### src/rtl/deser_pkg.sv
package deser_pkg;
  typedef enum logic {
    SPAN_NARROW = 1'b0,
    SPAN_WIDE   = 1'b1
  } span_e;
endpackage

### src/rtl/deser_sync_edge.sv
module deser_sync_edge #(
  parameter int STAGES = 2
) (
  input  logic clk,
  input  logic rst,
  input  logic level_in,
  output logic rise_o
);
  logic [STAGES-1:0] pipe_q;
  logic              last_q;

  always_ff @(posedge clk) begin
    if (rst) begin
      pipe_q <= '0;
      last_q <= 1'b0;
    end else begin
      pipe_q <= {pipe_q[STAGES-2:0], level_in};
      last_q <= pipe_q[STAGES-1];
    end
  end

  assign rise_o = pipe_q[STAGES-1] & ~last_q;

  // a detected rise never lasts two cycles
  a_r7_single_pulse: assert property (@(posedge clk) disable iff (rst)
    rise_o |=> !rise_o);
endmodule

### src/rtl/deser_shift.sv
module deser_shift #(
  parameter int LANES = 4
) (
  input  logic             clk,
  input  logic             rst,
  input  logic             ser_a,
  input  logic             ser_b,
  input  logic             pick_a,
  output logic [LANES-1:0] chain_nxt,
  output logic             thru_o
);
  logic [LANES-1:0] chain_q;
  logic             bit_in;

  assign bit_in = pick_a ? ser_a : ser_b;

  for (genvar g = 0; g < LANES; g++) begin : g_stage
    if (g == LANES-1) begin : g_head
      assign chain_nxt[g] = bit_in;
    end else begin : g_body
      assign chain_nxt[g] = chain_q[g+1];
    end
  end

  always_ff @(posedge clk) begin
    if (rst) chain_q <= '0;
    else     chain_q <= chain_nxt;
  end

  assign thru_o = chain_q[0];
endmodule

### src/rtl/deser_phase.sv
module deser_phase
  import deser_pkg::*;
#(
  parameter int LANES = 4
) (
  input  logic  clk,
  input  logic  rst,
  input  logic  hold,
  input  span_e span,
  output logic  load_o,
  output logic  hit4_o,
  output logic  hit8_o
);
  localparam int CW = $clog2(2*LANES);
  logic [CW-1:0] cnt_q;
  logic          quarter, full;

  assign quarter = &cnt_q[CW-2:0];
  assign full    = &cnt_q;
  assign hit4_o  = quarter & ~hold;
  assign hit8_o  = full & ~hold;
  assign load_o  = (span == SPAN_WIDE) ? hit8_o : hit4_o;

  always_ff @(posedge clk) begin
    if (rst)       cnt_q <= '0;
    else if (!hold) cnt_q <= cnt_q + 1'b1;
  end

  // a slip request freezes the counter for that edge
  a_r6_hold_freezes: assert property (@(posedge clk) disable iff (rst)
    hold |=> $stable(cnt_q));
  // without a slip the counter advances by one
  a_r5_advance: assert property (@(posedge clk) disable iff (rst)
    !hold |=> (cnt_q == CW'($past(cnt_q) + 1'b1)));
endmodule

### src/rtl/deser_top.sv
module deser_top
  import deser_pkg::*;
#(
  parameter int LANES       = 4,
  parameter int SYNC_STAGES = 2
) (
  input  logic             clk,
  input  logic             rst,
  input  logic             ser_a,
  input  logic             ser_b,
  input  logic             pick_a,
  input  logic             wide,
  input  logic             slip,
  output logic [LANES-1:0] word,
  output logic             stb4,
  output logic             stb8,
  output logic             ser_out
);
  logic [LANES-1:0] chain_nxt;
  logic             slip_req, load, hit4, hit8;
  span_e            span;

  assign span = wide ? SPAN_WIDE : SPAN_NARROW;

  deser_sync_edge #(.STAGES(SYNC_STAGES)) u_sync (
    .clk(clk), .rst(rst), .level_in(slip), .rise_o(slip_req));

  deser_shift #(.LANES(LANES)) u_shift (
    .clk(clk), .rst(rst), .ser_a(ser_a), .ser_b(ser_b), .pick_a(pick_a),
    .chain_nxt(chain_nxt), .thru_o(ser_out));

  deser_phase #(.LANES(LANES)) u_phase (
    .clk(clk), .rst(rst), .hold(slip_req), .span(span),
    .load_o(load), .hit4_o(hit4), .hit8_o(hit8));

  always_ff @(posedge clk) begin
    if (rst) begin
      word <= '0;
      stb4 <= 1'b0;
      stb8 <= 1'b0;
    end else begin
      if (load) word <= chain_nxt;
      stb4 <= hit4;
      stb8 <= hit8;
    end
  end

  // the word holds between loads
  a_r3_word_holds: assert property (@(posedge clk) disable iff (rst)
    !load |=> $stable(word));
  // the eighth-clock strobe coincides with a fourth-clock strobe
  a_r5_stb8_in_stb4: assert property (@(posedge clk) disable iff (rst)
    stb8 |-> stb4);
  // no strobe on the edge a slip is applied
  a_r6_no_strobe_on_slip: assert property (@(posedge clk) disable iff (rst)
    slip_req |=> !stb4);
endmodule

### config.mk
export PLATFORM = sky130hd
export DESIGN_NAME = deser_top
export DESIGN_NICKNAME = d
export VERILOG_FILES = /design/src/rtl/deser_pkg.sv /design/src/rtl/deser_sync_edge.sv /design/src/rtl/deser_shift.sv /design/src/rtl/deser_phase.sv /design/src/rtl/deser_top.sv
export SDC_FILE = /design/constraint.sdc
export NUM_CORES = 1
export LEC_CHECK = 0
export ABC_CLOCK_PERIOD_IN_PS = 1850
export BUFFER_PORTS_ARGS = -buffer_cell sky130_fd_sc_hd__buf_2
export CAP_MARGIN = 15
export CORE_AREA = 5 5 42 44
export CTS_BUF_LIST = sky130_fd_sc_hd__clkbuf_8 sky130_fd_sc_hd__clkbuf_16
export DETAILED_ROUTE_END_ITERATION = 6
export DIE_AREA = 0 0 47 49
export PLACE_DENSITY = 0.76
export REMOVE_ABC_BUFFERS = 1
export SETUP_SLACK_MARGIN = 0.2
export SLEW_MARGIN = 20
export SYNTH_ARGS = -nofsm -noshare
export SYNTH_HDL_FRONTEND = slang
export SYNTH_SLANG_ARGS = --single-unit
### constraint.sdc
create_clock -name clk -period 1.85 [get_ports clk]
set_input_delay 0.185 -clock clk [delete_from_list [all_inputs] [get_ports clk]]
set_output_delay 0.185 -clock clk [all_outputs]
set_load 0.005 [all_outputs]
==> results_dict.tcl, run 1 <==
set metrics [dict create \
    synth_fa_ha_area_share_pct 4.202 \
    end_kind "register" \
    die_height_microns 49 \
    synth_cell_types 14 \
    antennaDiodeCount 0 \
    antenna_found_initial 0 \
    cts_tree "yes" \
    fp-row-count 14 \
    r2r-end "word[1]$_SDFFE_PP0P_" \
    path_class "register to register" \
    critPathArrivalTime_ns 1.59 \
    cts.sinks 16 \
    worstMarginPinSlew_ns 0.2710 \
    synth_top_family_by_area "simple AND/OR/NAND/NOR gates" \
    fin_cells 78 \
    synth_xor_xnor_area_share_pct 1.471 \
    synthArstFlopShare_pct 0 \
    grt_overflow 0 \
    hpwl_microns 620.6 \
    syn_inst 47 \
    dp.cells 74 \
    start_kind "register" \
    avgRoutedWirePerCell_microns 11.05 \
    clk_path_buf_depth 2 \
    yosys.area.top_type "dfxtp_1" \
    htreeDepth 1 \
    fin_area_sq_um 716.9 \
    hp-class "primary input to register" \
    ant_nets 0 \
    crit_path_end "word[1]$_SDFFE_PP0P_" \
    drc_errors 0 \
    clkSlewWorstSetupHoldPaths_ns 0.06 \
    synth_simple_gate_area_share_pct 19.96 \
    synth-main-ff-cell "dfxtp_1" \
    crit_required_ns 1.98 \
    core_area_sq_mm 0.001401 \
    ys_seq_area_share_pct 53.78 \
    relSlewSlack_pct 81.93 \
    grt_pass1_vias 349 \
    slew_violations 0 \
    hold_viol 0 \
    fin_crit_ns 1.459 \
    multi_input_area_sq_um 256.5 \
    grt_setup_unrepaired "no" \
    syn_area_sq_um 595.6 \
    dr.pass1.iters 1 \
    gp_congestion 0.6602 \
    avgSynthCellArea_sq_um 12.67 \
    muxShareOfSynthArea_pct 17.44 \
    synth.area.top_cells "dfxtp_1, mux2_4, nor2b_1" \
    cts-root-buf "clkbuf_8" \
    startpoint "u_phase.cnt_q[0]$_SDFFE_PP0N_" \
    vias 344 \
    die_width_microns 47 \
    critPathMaxFanout 4 \
    grt_pass1_wl_mm 1.428 \
    maxCapViolCount 0 \
    dieArea_sq_mm 0.002303 \
    drt_iter0_markers 0 \
    tns_ns 0 \
    register_area_sq_um 320.3 \
    status "complete, no violations" \
    rr_startpoint "u_phase.cnt_q[0]$_SDFFE_PP0N_" \
    cts_hold_buf 0 \
    fin_nets 72 \
    grt_max_degree 17 \
    nFillCells 124 \
    hold_slack_ns 0.1569 \
    synth.most_common_cell "dfxtp_1" \
    setup_viol 0 \
    routed_wirelength_microns 862 \
    port_buffers 13 \
    track_usage_pct 8.659 \
    io-pin-count 14 \
    syn_to_final_growth_pct 20.38 \
    place_area_sq_um 661.9 \
    fmax_ghz 0.6852 \
    yosysWarnings 0 \
    synth_common_cells "dfxtp_1, nor2b_1, mux2_4, nor2_1, mux2i_1" \
    ir_worst_vdd_uv 582.2 \
    p_leak_nw 0.3327 \
    drive_above_1_share_pct 38.71 \
    cts_inserted_buffers 3 \
    vias_per_cell 4.410 \
    initial_core_util_pct 42.50 \
    p_per_area_mw_per_mm2 991.3 \
    reg2reg_slack_ns 0.39 \
    insertion_delay_ns 0.24 \
    post_cts_buffers 0 \
    ys_ff_latch 16 \
    synth_edf_count 0 \
    fin_skew_ns 0.004466 \
    cts-resized-gates 0 \
    synth_top_area_share_pct 53.78 \
    synth_compound_area_share_pct 0 \
    min_period_over_period_pct 78.89 \
    ff2ff_path_depth 5 \
]
-- power breakdown --
group / internal, mW / switching (mW)
registers: 0.360 / 0.00613
logic: 0.0249 / 0.0231
clock network: 0.188 / 0.108
-- per-stage QoR --
step	worst slack, ns	util, %	power (mW)
final	0.3906	51.16	0.7107
after global routing	0.3292	51.16	0.7417
after CTS	0.3791	51.16	0.7240
after detailed placement	0.3879	47.23	0.4224
after global placement	0.4191	47.23	0.4205
after floorplan	0.4569	-	0.4032
-- critical path: stages, from the launching register on --
cell	delay (ns)
dfxtp_1	0.32
ha_1	0.23
ha_1	0.21
mux2i_2	0.20
nor2_4	0.08
mux2_4	0.30
-- cells by family after synthesis --
logic type,after synthesis
mux,8
simple gates,18
xor+xnor,1
flops,16
buf+inv,2
fa+ha+maj,2
-- cells in the final DEF, fill, tap and decap left out, types with 2 or more instances in the layout --
cell,synthesis,final
buf_2,0,13
clkbuf_8,0,4
dfxtp_1,16,16
ha_1,2,2
mux2_4,4,4
mux2i_1,3,3
nor2_1,4,4
nor2b_1,9,9
nor3b_1,2,2
-- final cells by class --
| class | count | area share, % |
|---|---|---|
| Tap cell | 16 | 2.792 |
| Timing Repair Buffer | 13 | 9.075 |
| Sequential cell | 16 | 44.68 |
| Multi-Input combinational cell | 29 | 35.78 |
| Clock buffer | 4 | 7.679 |
-- metal layers --
layer  track usage, %  up-vias  share of wire (%)
met2            10.86       14                 43
met1            11.94      149                 48
met4            2.765        0                  0
li1                 -      181                  -
met3            5.535        0                9.4
met5                0        -                  0
-- state kept, by name, summed over array words and instances (netlist names) --
signal	flops
u_sync.pipe_q	2
u_phase.cnt_q	3
u_sync.last_q	1
u_shift.chain_q	4
stb8	1
word	4
stb4	1
-- worst min path at each step --
stage,start,to,slack [ns],cells after the start
after floorplan,rst,u_sync.last_q$_SDFF_PP0_,0.26,1
after global placement,slip,u_sync.pipe_q[0]$_SDFF_PP0_,0.40,2
after detailed placement,slip,u_sync.pipe_q[0]$_SDFF_PP0_,0.41,2
after CTS,slip,u_sync.pipe_q[0]$_SDFF_PP0_,0.15,2
after global routing,slip,u_sync.pipe_q[0]$_SDFF_PP0_,0.18,2
final,slip,u_sync.pipe_q[0]$_SDFF_PP0_,0.16,2
No activity file was read; power rests on OpenSTA's default activity.
==> inputs of run 2 (changes only) <==
--- a/config.mk
+++ b/config.mk
@@ -5,14 +5,14 @@
 export SDC_FILE = /design/constraint.sdc
 export NUM_CORES = 1
 export LEC_CHECK = 0
-export ABC_CLOCK_PERIOD_IN_PS = 1850
+export ABC_CLOCK_PERIOD_IN_PS = 1300
 export BUFFER_PORTS_ARGS = -buffer_cell sky130_fd_sc_hd__buf_2
 export CAP_MARGIN = 15
-export CORE_AREA = 5 5 42 44
+export CORE_MARGIN = 5
+export CORE_UTILIZATION = 44
 export CTS_BUF_LIST = sky130_fd_sc_hd__clkbuf_8 sky130_fd_sc_hd__clkbuf_16
 export DETAILED_ROUTE_END_ITERATION = 6
-export DIE_AREA = 0 0 47 49
-export PLACE_DENSITY = 0.76
+export PLACE_DENSITY = 0.78
 export REMOVE_ABC_BUFFERS = 1
 export SETUP_SLACK_MARGIN = 0.2
 export SLEW_MARGIN = 20
==> constraint.sdc (replaced) <==
create_clock -name clk -period 1.3 [get_ports clk]
set_input_delay 0.13 -clock clk [delete_from_list [all_inputs] [get_ports clk]]
set_output_delay 0.13 -clock clk [all_outputs]
set_load 0.005 [all_outputs]
==> results_dict.tcl, run 2 (synthesized netlist as in run 1, its figures left out) <==
set metrics [dict create \
    io-pin-count 14 \
    antennaDiodeCount 0 \
    status "complete, no violations" \
    path_class "register to register" \
    min_period_over_period_pct 99.81 \
    maxCapViolCount 0 \
    place_ws_ns -0.1326 \
    antenna_found_initial 0 \
    fmax_ghz 0.7707 \
    critPathMaxFanout 4 \
    dr.pass1.iters 2 \
    vias_per_cell 4.588 \
    track_usage_pct 10.18 \
    fin_crit_ns 1.297 \
    cts-root-buf "clkbuf_8" \
    dp.cells 75 \
    slew_violations 0 \
    htreeDepth 1 \
    fp-row-count 13 \
    syn_to_final_growth_pct 30.88 \
    initial_core_util_pct 46.35 \
    hpwl_microns 585.3 \
    fin_nets 75 \
    p_per_area_mw_per_mm2 1337 \
    grt_overflow 0 \
    avgRoutedWirePerCell_microns 10.58 \
    fin_cells 80 \
    critPathArrivalTime_ns 1.43 \
    tns_ns 0 \
    fin_skew_ns 0.004519 \
    clk_path_buf_depth 2 \
    cts_inserted_buffers 3 \
    vias 367 \
    power_mw 1.042 \
    relSlewSlack_pct 81.40 \
    gp_congestion 0.6157 \
    drive_above_1_share_pct 49.23 \
    dieArea_sq_mm 0.002189 \
    die_width_microns 46.79 \
    grt_setup_unrepaired "yes" \
    end_kind "register" \
    insertion_delay_ns 0.25 \
    die_height_microns 46.79 \
    grt_pass1_vias 364 \
    ir_worst_vdd_uv 899.3 \
    cts_tree "yes" \
    reg2reg_slack_ns 0.003 \
    drt_iter0_markers 3 \
    clkSlewWorstSetupHoldPaths_ns 0.06 \
    grt_pass1_wl_mm 1.545 \
    hold_viol 0 \
    core_area_sq_mm 0.001285 \
    cts.sinks 16 \
    hp-class "primary input to register" \
    layout_commonest_cell "dfxtp_1" \
    grt_max_degree 17 \
    routed_wirelength_microns 846 \
    most-common-layout-cells "dfxtp_1, buf_2, nor2b_1" \
    setup_viol 0 \
    fin_area_sq_um 779.5 \
    worstMarginPinSlew_ns 0.2790 \
    top_regs "u_shift.chain_q: 4 flops, word: 4 flops, u_phase.cnt_q: 3 flops" \
    start_kind "register" \
    ant_nets 0 \
    p_leak_nw 0.3482 \
    hold_slack_ns 0.09964 \
    fin_ws_ns 0.002525 \
    port_buffers 13 \
    final_core_util_pct 60.66 \
    place_area_sq_um 675.6 \
    crit_required_ns 1.43 \
    drc_errors 0 \
]
==> run 2: cell types whose count changed in the layout (fill, tap and decap cells not counted) <==
cell and change:
buf_4 +3, dfxtp_1 -2, dfxtp_2 +2, ha_1 -2, ha_4 +2, mux2i_2 -1, mux2i_4 +1, nor3b_1 -1
nor3b_2 +1
==> run 2: routing by layer <==
layer,global-route usage (%),vias to the layer above,routed length (microns)
met1,13.38,165,399
li1,-,187,-
met4,3.315,0,11
met5,0,-,0
met2,14.09,13,347
met3,5.747,2,88
==> run 2: worst paths after layout <==
kind | from | end | cells after the start
setup / recovery | u_phase.cnt_q[0]$_SDFFE_PP0N_ | word[2]$_SDFFE_PP0P_ | 5
hold / removal | slip | u_sync.pipe_q[0]$_SDFF_PP0_ | 2
setup reg to reg | u_phase.cnt_q[0]$_SDFFE_PP0N_ | word[2]$_SDFFE_PP0P_ | 5
hold reg to reg | u_sync.pipe_q[0]$_SDFF_PP0_ | u_sync.pipe_q[1]$_SDFF_PP0_ | 1
==> run 2: where the power goes <==
group | switching [mW] | leakage (nW) | total (mW) | internal, mW
Combinational | 0.0379 | 0.188 | 0.0870 | 0.0490
Sequential | 0.0132 | 0.131 | 0.527 | 0.514
Clock | 0.159 | 0.0288 | 0.428 | 0.268
Total | 0.211 | 0.348 | 1.04 | 0.831
==> run 2: what timing repair did <==
| action | CTS | global route |
|---|---|---|
| gates cloned | 0 | 0 |
| pin swaps | 2 | 2 |
| endpoints found under the setup margin | 4 | 5 |
| buffers inserted | 1 | 0 |
| hold buffers | 0 | 0 |
| resized for setup | 7 | 1 |
==> run 2: cell type report <==
cell class,instances,area (sq um)
repair buffers,16,87.58
flip-flops and latches,16,322.8
well taps,15,18.77
multi-input cells,29,295.3
fillers,103,505.5
clock buffers,4,55.05
==> run 2: worst max-delay path, stage by stage (launching register included) <==
cell and delay [ns]:
dfxtp_2 0.35, ha_4 0.15, ha_4 0.13, mux2i_4 0.07
nor2_4 0.17, mux2_4 0.32
